==> config.mk <==
export PLATFORM = sky130hd
export DESIGN_NAME = uerr_report_ser
export DESIGN_NICKNAME = d
export VERILOG_FILES = /design/src/rtl/uerr_pkg.sv /design/src/rtl/uerr_capture.sv /design/src/rtl/uerr_formatter.sv /design/src/rtl/uerr_sequencer.sv /design/src/rtl/uerr_report_ser.sv
export SDC_FILE = /design/constraint.sdc
export NUM_CORES = 1
export LEC_CHECK = 0
export BUFFER_PORTS_ARGS = -buffer_cell sky130_fd_sc_hd__buf_2
export CAP_MARGIN = 25
export CORE_MARGIN = 5
export CORE_UTILIZATION = 35
export DETAILED_ROUTE_END_ITERATION = 12
export GPL_ROUTABILITY_DRIVEN = 0
export PLACE_DENSITY_LB_ADDON = 0.12
export SYNTH_ARGS = -nofsm -noshare
export SYNTH_HDL_FRONTEND = slang
export SYNTH_SLANG_ARGS = --single-unit
==> constraint.sdc <==
create_clock -name clk_i -period 3.05 [get_ports clk_i]
set_clock_uncertainty 0.2 [all_clocks]
set_input_delay 0.61 -clock clk_i [delete_from_list [all_inputs] [get_ports clk_i]]
set_output_delay 0.61 -clock clk_i [all_outputs]
set_load 0.005 [all_outputs]
==> src/rtl/uerr_pkg.sv <==
package uerr_pkg;

  typedef enum logic {MSG_LOOP = 1'b0, MSG_ERR = 1'b1} msg_kind_e;
  typedef enum logic [1:0] {ST_IDLE = 2'd0, ST_SHOW = 2'd1, ST_GAP = 2'd2} seq_st_e;

  localparam logic [7:0] CH_L  = 8'h4C;
  localparam logic [7:0] CH_E  = 8'h45;
  localparam logic [7:0] CH_CR = 8'h0D;
  localparam logic [7:0] CH_LF = 8'h0A;

  function automatic int bytes_of(input int bits);
    return (bits + 7) / 8;
  endfunction

  function automatic int err_len(input int addr_w, input int data_w);
    return 2 + bytes_of(addr_w) + 2 * bytes_of(data_w) + 2;
  endfunction

  function automatic int loop_len(input int pad);
    return 1 + pad + 2;
  endfunction

endpackage

==> src/rtl/uerr_capture.sv <==
module uerr_capture
  import uerr_pkg::*;
#(
  parameter int ADDR_W = 10,
  parameter int DATA_W = 1,
  parameter int CODE_W = 8
) (
  input  logic              clk_i,
  input  logic              rst_ni,
  input  logic              start_i,
  input  logic              err_i,
  input  logic [CODE_W-1:0] code_i,
  input  logic [ADDR_W-1:0] addr_i,
  input  logic [DATA_W-1:0] exp_i,
  output msg_kind_e         kind_o,
  output logic [CODE_W-1:0] code_o,
  output logic [ADDR_W-1:0] addr_o,
  output logic [DATA_W-1:0] exp_o
);

  always_ff @(posedge clk_i or negedge rst_ni) begin
    if (!rst_ni) begin
      kind_o <= MSG_LOOP;
      code_o <= '0;
      addr_o <= '0;
      exp_o  <= '0;
    end else if (start_i) begin
      // error wins when both triggers coincide
      kind_o <= err_i ? MSG_ERR : MSG_LOOP;
      code_o <= code_i;
      addr_o <= addr_i;
      exp_o  <= exp_i;
    end
  end

  AST_FIELDS_HELD: assert property (@(posedge clk_i) disable iff (!rst_ni)
    !start_i |=> ($stable(code_o) && $stable(addr_o) && $stable(exp_o) && $stable(kind_o)));
  AST_ERR_WINS: assert property (@(posedge clk_i) disable iff (!rst_ni)
    (start_i && err_i) |=> (kind_o == MSG_ERR));

endmodule

==> src/rtl/uerr_formatter.sv <==
module uerr_formatter
  import uerr_pkg::*;
#(
  parameter int ADDR_W   = 10,
  parameter int DATA_W   = 1,
  parameter int CODE_W   = 8,
  parameter int LOOP_PAD = 3,
  parameter int IDX_W    = 3
) (
  input  msg_kind_e         kind_i,
  input  logic [IDX_W-1:0]  idx_i,
  input  logic [CODE_W-1:0] code_i,
  input  logic [ADDR_W-1:0] addr_i,
  input  logic [DATA_W-1:0] exp_i,
  output logic [7:0]        byte_o
);

  localparam int AB   = bytes_of(ADDR_W);
  localparam int DB   = bytes_of(DATA_W);
  localparam int ELEN = err_len(ADDR_W, DATA_W);
  localparam int LLEN = loop_len(LOOP_PAD);

  logic [AB*8-1:0] addr_ext;
  logic [DB*8-1:0] exp_ext, act_ext;
  logic [7:0]      code_ext;
  logic [7:0]      addr_b [AB];
  logic [7:0]      exp_b  [DB];
  logic [7:0]      act_b  [DB];
  logic [7:0]      err_msg  [ELEN];
  logic [7:0]      loop_msg [LLEN];

  always_comb begin
    addr_ext = '0;
    addr_ext[ADDR_W-1:0] = addr_i;
    exp_ext = '0;
    exp_ext[DATA_W-1:0] = exp_i;
    act_ext = '0;
    act_ext[DATA_W-1:0] = ~exp_i;
    code_ext = '0;
    code_ext[CODE_W-1:0] = code_i;
  end

  for (genvar g = 0; g < AB; g++) begin : g_addr
    assign addr_b[g] = addr_ext[g*8 +: 8];
  end
  for (genvar g = 0; g < DB; g++) begin : g_data
    assign exp_b[g] = exp_ext[g*8 +: 8];
    assign act_b[g] = act_ext[g*8 +: 8];
  end

  always_comb begin
    err_msg[0] = CH_E;
    err_msg[1] = code_ext;
    for (int a = 0; a < AB; a++) err_msg[2+a] = addr_b[a];
    for (int d = 0; d < DB; d++) begin
      err_msg[2+AB+d]    = exp_b[d];
      err_msg[2+AB+DB+d] = act_b[d];
    end
    err_msg[ELEN-2] = CH_CR;
    err_msg[ELEN-1] = CH_LF;
  end

  always_comb begin
    loop_msg[0] = CH_L;
    for (int p = 0; p < LOOP_PAD; p++) loop_msg[1+p] = 8'h00;
    loop_msg[LLEN-2] = CH_CR;
    loop_msg[LLEN-1] = CH_LF;
  end

  always_comb begin
    byte_o = 8'h00;
    if (kind_i == MSG_ERR) begin
      for (int i = 0; i < ELEN; i++)
        if (idx_i == IDX_W'(i)) byte_o = err_msg[i];
    end else begin
      for (int i = 0; i < LLEN; i++)
        if (idx_i == IDX_W'(i)) byte_o = loop_msg[i];
    end
  end

  always_comb begin
    if (kind_i == MSG_ERR && idx_i == IDX_W'(ELEN-1))
      AST_ERR_TAIL_LF: assert (byte_o == CH_LF);
  end

endmodule

==> src/rtl/uerr_sequencer.sv <==
module uerr_sequencer
  import uerr_pkg::*;
#(
  parameter int ELEN  = 8,
  parameter int LLEN  = 6,
  parameter int IDX_W = 3
) (
  input  logic             clk_i,
  input  logic             rst_ni,
  input  logic             loop_i,
  input  logic             err_i,
  input  logic             accept_i,
  input  msg_kind_e        kind_i,
  output logic             start_o,
  output logic             valid_o,
  output logic [IDX_W-1:0] idx_o
);

  seq_st_e          st_q;
  logic             last;
  logic [IDX_W-1:0] last_idx;

  assign last_idx = (kind_i == MSG_ERR) ? IDX_W'(ELEN - 1) : IDX_W'(LLEN - 1);
  assign last     = (idx_o == last_idx);
  assign start_o  = (st_q == ST_IDLE) && (loop_i || err_i);
  assign valid_o  = (st_q == ST_SHOW);

  always_ff @(posedge clk_i or negedge rst_ni) begin
    if (!rst_ni) begin
      st_q  <= ST_IDLE;
      idx_o <= '0;
    end else begin
      unique case (st_q)
        ST_IDLE: if (start_o) begin
          st_q  <= ST_SHOW;
          idx_o <= '0;
        end
        ST_SHOW: if (accept_i) begin
          st_q  <= last ? ST_IDLE : ST_GAP;
          idx_o <= last ? '0 : idx_o + 1'b1;
        end
        ST_GAP:  st_q <= ST_SHOW;
        default: st_q <= ST_IDLE;
      endcase
    end
  end

  AST_QUIET_IDLE: assert property (@(posedge clk_i) disable iff (!rst_ni)
    (st_q == ST_IDLE && !loop_i && !err_i) |=> !valid_o);
  AST_FIRST_BYTE: assert property (@(posedge clk_i) disable iff (!rst_ni)
    start_o |=> (valid_o && idx_o == '0));
  AST_HOLD: assert property (@(posedge clk_i) disable iff (!rst_ni)
    (valid_o && !accept_i) |=> (valid_o && $stable(idx_o)));
  AST_GAP: assert property (@(posedge clk_i) disable iff (!rst_ni)
    (valid_o && accept_i) |=> !valid_o);
  AST_NO_OVERRUN: assert property (@(posedge clk_i) disable iff (!rst_ni)
    valid_o |-> (idx_o <= last_idx));
  AST_END_IDLE: assert property (@(posedge clk_i) disable iff (!rst_ni)
    (valid_o && accept_i && last) |=> (st_q == ST_IDLE));
  AST_BUSY_IGNORE: assert property (@(posedge clk_i) disable iff (!rst_ni)
    (st_q != ST_IDLE) |-> !start_o);

endmodule

==> src/rtl/uerr_report_ser.sv <==
module uerr_report_ser
  import uerr_pkg::*;
#(
  parameter int ADDR_W   = 10,
  parameter int DATA_W   = 1,
  parameter int CODE_W   = 8,
  parameter int LOOP_PAD = 3
) (
  input  logic              clk_i,
  input  logic              rst_ni,
  input  logic              loop_done_i,
  input  logic              err_i,
  input  logic [CODE_W-1:0] err_code_i,
  input  logic [ADDR_W-1:0] err_addr_i,
  input  logic [DATA_W-1:0] err_exp_i,
  input  logic              tx_accept_i,
  output logic              tx_valid_o,
  output logic [7:0]        tx_data_o
);

  localparam int ELEN  = err_len(ADDR_W, DATA_W);
  localparam int LLEN  = loop_len(LOOP_PAD);
  localparam int MLEN  = (ELEN > LLEN) ? ELEN : LLEN;
  localparam int IDX_W = (MLEN > 2) ? $clog2(MLEN) : 1;

  msg_kind_e         kind_q;
  logic              start;
  logic [IDX_W-1:0]  idx;
  logic [CODE_W-1:0] code_q;
  logic [ADDR_W-1:0] addr_q;
  logic [DATA_W-1:0] exp_q;

  uerr_sequencer #(.ELEN(ELEN), .LLEN(LLEN), .IDX_W(IDX_W)) u_seq (
    .clk_i    (clk_i),
    .rst_ni   (rst_ni),
    .loop_i   (loop_done_i),
    .err_i    (err_i),
    .accept_i (tx_accept_i),
    .kind_i   (kind_q),
    .start_o  (start),
    .valid_o  (tx_valid_o),
    .idx_o    (idx)
  );

  uerr_capture #(.ADDR_W(ADDR_W), .DATA_W(DATA_W), .CODE_W(CODE_W)) u_cap (
    .clk_i   (clk_i),
    .rst_ni  (rst_ni),
    .start_i (start),
    .err_i   (err_i),
    .code_i  (err_code_i),
    .addr_i  (err_addr_i),
    .exp_i   (err_exp_i),
    .kind_o  (kind_q),
    .code_o  (code_q),
    .addr_o  (addr_q),
    .exp_o   (exp_q)
  );

  uerr_formatter #(
    .ADDR_W(ADDR_W), .DATA_W(DATA_W), .CODE_W(CODE_W),
    .LOOP_PAD(LOOP_PAD), .IDX_W(IDX_W)
  ) u_fmt (
    .kind_i (kind_q),
    .idx_i  (idx),
    .code_i (code_q),
    .addr_i (addr_q),
    .exp_i  (exp_q),
    .byte_o (tx_data_o)
  );

  AST_DATA_HOLD: assert property (@(posedge clk_i) disable iff (!rst_ni)
    (tx_valid_o && !tx_accept_i) |=> $stable(tx_data_o));

endmodule

# --- After elaboration in Yosys (flattened, before gate mapping) ---
# Cells that the tools add are included.
word_totals:
  regBits: 25
  input_bits: 24
  out_inout_bits: 9
  elab_cells: 52
classes:
  n_addsub: 1
  eq_ne: 12
  muxes: 25
  bitwise_logic: 1
  n_reduce_logical: 7
ops:
  columns: ["cell", "n"]
  rows:
  - ["$mux W8", 8]
  - ["$mux W7", 7]
  - ["$eq A3 B3 Y1 const B", 4]
  - ["$mux W3", 3]
  - ["$mux W2", 4]
  - ["$eq A3 B2 Y1 const B", 2]
  - ["$pmux W2 S3", 1]
  - ["$pmux W3 S2", 1]
  - ["$ne A2 B2 Y1 const B", 2]
  - ["$add A3 B1 Y3 const B", 1]
  - ["$eq A3 B1 Y1 const B", 1]
  - ["$eq A3 B3 Y1", 1]
  - ["$logic_not A3 Y1", 1]
  - ["$reduce_and A3 Y1", 1]
  - ["$eq A2 B1 Y1 const B", 1]
  - ["$eq A2 B2 Y1 const B", 1]
  - ["$logic_not A2 Y1", 1]
  - ["$reduce_and A2 Y1", 1]
  - ["$reduce_bool A2 Y1", 1]
  - ["$logic_and A1 B1 Y1", 1]
  - ["$logic_or A1 B1 Y1", 1]
  - ["$mux W1", 1]
  - ["$not A1 Y1", 1]

# --- Logic depth before layout (Yosys ltp) ---
# Gate-level depths: netlist of the first run.
logic_depth:
  ltp_word: 10
  depth_mapped: 6

# --- Cells and area by module ---
# A second synthesis of the first run with hierarchy kept.
unflattened:
  cells_unflattened: 116
  hier_area_um2: 1386.3
modules_own_cells:
  columns: ["module", "instances", "cells_per_inst", "area_per_inst_um2"]
  rows:
  - ["uerr_capture", 1, 42, 823.3]
  - ["uerr_sequencer", 1, 30, 285.3]
  - ["uerr_formatter", 1, 44, 277.8]

# --- Worst setup path after synthesis of the first run ---
# OpenSTA, ideal clock, no wires.
synth_path:
  kind: "register to output"
  startpoint: "register u_seq.idx_o[0]"
  endpoint: "output tx_data_o[0]"
  arrival_ns: 1.499
  required_time_ns: 2.240
  slack_ns: 0.741
  stages_incl_launch_ff: 6
  path_buffers: 0
  path_cell_list: "dfrtp_1 ha_1 ha_1 and2b_1 nand2_1 o311ai_1"
synth_via:
  elab_chain_cells: 10
  word_cells_on_any_way: 22
  cone_classes: "eq/ne (7); mux (14); reduce/logical (1)"
synth_rtl:
  columns: ["element", "line", "rtl"]
  rows:
  - ["from (decl)", "uerr_sequencer.sv:16", "output logic [IDX_W-1:0] idx_o"]
  - ["from (signal assigned)", "uerr_sequencer.sv:40", "idx_o <= last ? '0 : idx_o + 1'b1;"]
  - ["$logic_not A3 Y1", "uerr_formatter.sv:74", "if (idx_i == IDX_W'(i)) byte_o = err_msg[i];"]
  - ["$mux W7", "uerr_formatter.sv:74", null]
  - ["$mux W8 (7 in series)", "uerr_formatter.sv:74", null]
  - ["$mux W8 (*)", "uerr_formatter.sv:72", "if (kind_i == MSG_ERR) begin"]
  - ["to (decl)", "uerr_report_ser.sv:18", "output logic [7:0] tx_data_o"]
# Mark *: on every way between the ends. The rest lies on a longest branch, timed or not.

# --- Worst setup path after layout of the first run ---
# Ends and elaborated chain as after synthesis.

==> flow_summary.json, run 1 <==
{
  "insertion_delay_ps": 280,
  "die_width_um": 74.3,
  "syn_inst": 126,
  "p_leak_nw": 0.799,
  "seq_area_um2": 626,
  "rows": 23,
  "finalSetupTns_ps": 0,
  "seq_area_frac_synth": 0.433,
  "grt_pass1_wl_um": 5290,
  "grt_max_degree": 26,
  "num_antenna_cells": 0,
  "hold_buffers": 0,
  "fmax_mhz": 345,
  "grt_pass1_vias": 1087,
  "maxCapViolations": 0,
  "syn_nets": 157,
  "p_total_mw": 1.66,
  "p_per_area_mw_per_mm2": 977,
  "cts_setup_buffers": 0,
  "min_path_type": "input pin to async pin",
  "finalCriticalPeriod_ps": 2890,
  "drtIter0Drc": 37,
  "use_met2": 0.205,
  "grt_util_met3": 0.0351,
  "firstDrtPassIters": 4,
  "synthAdderAreaFrac": 0.0606,
  "finalNonFillerCells": 208,
  "slew_headroom": 0.496,
  "wl_um": 3220,
  "hpwl_um": 2430,
  "antenna_found_initial": 0,
  "grt_use_total": 0.125,
  "cts_made_buffers": 3,
  "top_usage_layer": "met2",
  "avgSynthCellArea_um2": 11.5,
  "rr_startpoint": "u_seq.idx_o[2]$_DFFE_PN0P_",
  "root_buffer": "clkbuf_8",
  "endpoint_kind": "primary output",
  "layout-drive-gt1-share": 0.335,
  "place_inst": 204,
  "cts_tree": "built",
  "synth_top_area_share": 0.433,
  "yosys_warnings": 0,
  "multiInputGateArea_um2": 771,
  "path_class": "register to primary output",
  "boundaryPins": 33,
  "antenna_left": 0,
  "holdWs_ps": 124,
  "remaining_drc_errors": 0,
  "synth_top_family_by_area": "multiplexers",
  "final_util": 0.424,
  "muxShareOfSynthArea": 0.174,
  "grt_util_met1": 0.168,
  "synth_area_leaders": "dfrtp_1 43%, mux2_4 10%, mux2_1 7.0%",
  "start_util": 0.362,
  "fin_ws_ps": 156,
  "hold_viol": 0,
  "setup_viol_count_final": 0,
  "synth-seq-cells": 25,
  "ys.flop_type": "dfrtp_1",
  "postLayoutCellArea_mm2": 0.00169,
  "yosysUniqueCellTypes": 37,
  "htree_levels": 1,
  "slew_viol_final": 0,
  "gr-total-overflow": 0,
  "clock_sinks": 25,
  "critPathMaxFanout": 6,
  "fp.dieArea_mm2": 0.00552,
  "fin_nets": 190,
  "core_mm2": 0.00400,
  "rsz0062_at_grt": "no",
  "synth_simple_gate_area_share": 0.135,
  "yosys.area.top_type": "dfrtp_1",
  "tightest_slew_ps": 753,
  "start_kind": "register",
  "avgViaCountPerCell": 5.19,
  "area_growth_pct": 17.1,
  "cp.arrival_ps": 2080,
  "r2r-end": "u_seq.idx_o[1]$_DFFE_PN0P_",
  "portBuffers": 32,
  "route.vias.total": 1080,
  "reg2reg_setup_slack_ps": 1460,
  "synth-edff-count": 0,
  "placed_area_mm2": 0.00165,
  "die_height_um": 74.3,
  "worstPathRequired_ps": 2240,
  "irDropWorstVdd_uv": 488,
  "synth-compound-area-share": 0.157,
  "fill_cells": 404,
  "final_common_cell": "buf_2",
  "cts_buffer_depth": 2,
  "ys_async_sr_fraction": 1.00,
  "outcome": "finished clean",
  "syn_area_mm2": 0.00145,
  "cts.repair.resized": 0,
  "layout_common_cells": "32 x buf_2, 25 x dfrtp_1, 10 x mux2_4, 9 x mux2_1, 7 x ha_1",
  "wire_per_inst_um": 15.5,
  "fin_crit_sh": 0.949,
  "synth_xor_area_frac": 0.00606,
  "path_clk_slew_ps": 90,
  "reg2reg_depth": 3,
  "dp_slack_ps": 458
}
[metal layers]
layer,up-vias,wire length [µm]
met4,0,25
li1,524,-
met1,523,1490
met2,28,1530
met3,5,169
met5,-,0
[sequential cells by signal, summed over array words and instances (netlist names)]
signal and cells:
u_cap.kind_o 1, u_seq.idx_o 3, u_cap.addr_o 10, u_cap.code_o 8
u_seq.st_q 2, u_cap.exp_o 1
[final cells by class]
cell class / count / area share
clock buffers: 3 / 0.0244
clock inverters: 1 / 0.00443
inverters: 7 / 0.0155
multi-input cells: 90 / 0.455
flip-flops and latches: 25 / 0.369
well taps: 50 / 0.0369
repair buffers: 32 / 0.0945
[cells by family (layout without fill, tap and decap cells)]
group | after synthesis | in the layout
buffers and inverters | 11 | 43
and+or+nand+nor | 34 | 34
muxes | 19 | 19
xor gates and xnor gates | 1 | 1
adders and majority gates | 7 | 7
DFF | 25 | 25
AOI/OAI and AO/OA | 29 | 29
[synthesized netlist by cell type (3+ instances only)]
| cell | n |
|---|---|
| dfrtp_1 | 25 |
| mux2_4 | 10 |
| mux2_1 | 9 |
| ha_1 | 7 |
| inv_1 | 6 |
| nand2_1 | 6 |
| a21oi_1 | 5 |
| nand3_1 | 5 |
| nor2_1 | 5 |
| nor2b_1 | 5 |
| o31ai_1 | 5 |
| a211oi_1 | 3 |
| a32oi_1 | 3 |
[power breakdown]
part	switching [mW]	internal (mW)
logic	0.390	0.422
registers	0.145	0.494
clock network	0.111	0.0927
total	0.647	1.01
[worst max path at each step]
stage                               start            to  slack [ps]  cells past startpoint
4_1_cts        u_seq.idx_o[0]$_DFFE_PN0P_  tx_data_o[0]         140                      6
3_5_place_dp   u_seq.idx_o[0]$_DFFE_PN0P_  tx_data_o[0]         460                      6
3_3_place_gp   u_seq.idx_o[0]$_DFFE_PN0P_  tx_data_o[0]         480                      6
2_1_floorplan  u_seq.idx_o[0]$_DFFE_PN0P_  tx_data_o[0]         740                      5
6_report       u_seq.idx_o[0]$_DFFE_PN0P_  tx_data_o[0]         160                      6
5_1_grt        u_seq.idx_o[1]$_DFFE_PN0P_  tx_data_o[0]           4                      6
[critical path, cell delays in order (launching register included)]
cell      delay [ps]
dfrtp_1          440
ha_1             250
ha_1             190
and2b_1          300
nand2_1          160
o311ai_1         300
buf_2            170
Note: power is estimated with default switching activity, not from simulation.
==> inputs of run 2 (changes only) <==
SYNTH_HIERARCHICAL = 1   (was default)
==> run 2 against run 1 <==
  * Clock-buffer cell count is the same
  * First-iteration DRC count grew 78%
  * Core utilization grew 0.80 points
  * Hold slack lost 6.9 ps
  * Setup slack gained 340 ps
  * Critical path depth shrank 1
  * Register-to-register slack lost 90 ps
==> flow_summary.json, run 2 <==
{
  "outcome": "finished clean",
  "cts_buffer_depth": 2,
  "syn_nets": 141,
  "fp.dieArea_mm2": 0.00532,
  "slowest_delay_ps": 690,
  "p_per_area_mw_per_mm2": 999,
  "layout_common_cells": "32 x buf_2, 25 x dfrtp_1, 20 x mux2_4, 12 x nor2_1, 5 x inv_1",
  "largest_reg_flops": 10,
  "synth_most_common_cell": "dfrtp_1",
  "drtIter0Drc": 66,
  "min_path_type": "input pin to async pin",
  "cts_made_buffers": 3,
  "cp.arrival_ps": 1750,
  "cts.repair.resized": 0,
  "tightest_slew_ps": 568,
  "place_inst": 192,
  "antenna_found_initial": 0,
  "rsz0062_at_grt": "no",
  "grt_pass1_wl_um": 4870,
  "synthTopCellsByCount": "25 x dfrtp_1, 20 x mux2_4, 12 x nor2_1",
  "grt_max_degree": 26,
  "antenna_left": 0,
  "path_clk_slew_ps": 90,
  "cts_setup_buffers": 0,
  "die_width_um": 72.9,
  "portBuffers": 32,
  "slew_viol_final": 0,
  "clock_sinks": 25,
  "largest_register": "u_cap/addr_o",
  "num_antenna_cells": 0,
  "boundaryPins": 33,
  "syn_inst": 116,
  "final_common_cell": "buf_2",
  "synth-seq-cells": 25,
  "fill_cells": 386,
  "cp_cell_sequence": "nor2b_2 > o21ai_1 > nand2_1 > a21o_1 > buf_2",
  "grt_pass1_vias": 1024,
  "core_mm2": 0.00374,
  "finalSetupTns_ps": 0,
  "yosys.area.top_type": "dfrtp_1",
  "root_buffer": "clkbuf_8",
  "start_util": 0.370,
  "area_growth_pct": 16.5,
  "wire_per_inst_um": 14.6,
  "seq_area_um2": 626,
  "fmax_mhz": 391,
  "hpwl_um": 2070,
  "slew_headroom": 0.621,
  "finalCriticalPeriod_ps": 2560,
  "p_leak_nw": 0.772,
  "synth_top_area_share": 0.451,
  "worstPathRequired_ps": 2240,
  "cts_tree": "built",
  "top_regs": "u_cap/addr_o: 10 flops, u_cap/code_o: 8 flops, u_seq/idx_o: 3 flops",
  "synth_area_leaders": "dfrtp_1 45%, mux2_4 22%, buf_6 3.2%",
  "critPathMaxFanout": 15,
  "firstDrtPassIters": 4,
  "avgViaCountPerCell": 5.01,
  "finalNonFillerCells": 196,
  "gr-total-overflow": 0,
  "yosysUniqueCellTypes": 38,
  "start_kind": "register",
  "rows": 22,
  "slowest_stage": "dfrtp_1",
  "synth-edff-count": 0,
  "die_height_um": 72.9,
  "ys_async_sr_fraction": 1.00,
  "hold_viol": 0,
  "fin_crit_sh": 0.838,
  "remaining_drc_errors": 0,
  "syn_area_mm2": 0.00139,
  "endpoint_kind": "primary output",
  "hold_buffers": 0,
  "seq_area_frac_synth": 0.451,
  "fin_nets": 174,
  "yosys_warnings": 6,
  "wl_um": 2850,
  "multiInputGateArea_um2": 687,
  "insertion_delay_ps": 270,
  "layout-drive-gt1-share": 0.459,
  "avgSynthCellArea_um2": 12.0,
  "htree_levels": 1,
  "ys.flop_type": "dfrtp_1",
  "irDropWorstVdd_uv": 336,
  "grt_use_total": 0.120,
  "maxCapViolations": 0,
  "path_class": "register to primary output",
  "setup_viol_count_final": 0,
  "route.vias.total": 982
}
run 2: area by class of cell:
| type | instances | area share |
|---|---|---|
| clock buffers | 3 | 0.0256 |
| clock inverters | 1 | 0.00465 |
| inverters | 7 | 0.0163 |
| multi-input cells | 79 | 0.425 |
| flip-flops and latches | 25 | 0.387 |
| well taps | 48 | 0.0372 |
| repair buffers | 33 | 0.104 |
run 2: where the power goes:
part | internal (mW) | leakage, nW | switching [mW]
clock | 0.0927 | 0.0217 | 0.106
sequential | 0.491 | 0.297 | 0.188
combinational | 0.442 | 0.453 | 0.294
total | 1.03 | 0.772 | 0.588
run 2: metrics by stage:
step           worst slack, ps  power, mW  area (µm²)  hold WS, ps  utilization
2_1_floorplan             1180       1.25        1390          114            -
3_3_place_gp               843       1.42        1570          298        0.418
3_5_place_dp               808       1.43        1570          297        0.418
4_1_cts                    482       1.64        1620          129        0.431
5_1_grt                    330       1.76        1620          161        0.431
6_report                   494       1.61        1620          118        0.431
run 2: path summary, 6_finish.rpt:
kind,start,to,slack (ps),cells past startpoint
min,rst_ni,u_seq/st_q[1]$_DFFE_PN0P_,120,1
min in group clk_i,u_cap/addr_o[0]$_DFFE_PN0P_,u_cap/addr_o[0]$_DFFE_PN0P_,320,1
max reg2reg,u_seq/st_q[0]$_DFFE_PN0P_,u_cap/addr_o[2]$_DFFE_PN0P_,1370,3
min reg2reg,u_cap/addr_o[0]$_DFFE_PN0P_,u_cap/addr_o[0]$_DFFE_PN0P_,320,1
max in group asynchronous,rst_ni,u_cap/addr_o[1]$_DFFE_PN0P_,2150,1
max,u_seq/idx_o[1]$_DFFE_PN0P_,tx_data_o[0],490,5
run 2: cell families after synthesis:
group	count (synthesis)	synth area share
AOI/OAI and AO/OA	27	0.140
xor gates and xnor gates	1	0.00632
adders and majority gates	1	0.00902
buffers and inverters	12	0.0569
DFF	25	0.451
muxes	21	0.224
and+or+nand+nor	29	0.113
run 2: layer usage:
metal / global-route usage / vias up / routed length (µm)
met2: 0.179 / 28 / 1240
met4: 0.0430 / 0 / 41
met3: 0.0441 / 5 / 204
met5: 0 / - / 0
met1: 0.157 / 466 / 1370
li1: - / 483 / -
run 2: worst max-delay path, delay by kind of cell, from the launching register on:
family,cells,cell delay (ps)
flip-flops,1,690
AND/OR/NAND/NOR,2,460
AO/OA/AOI/OAI,2,210
buffers and inverters,1,100
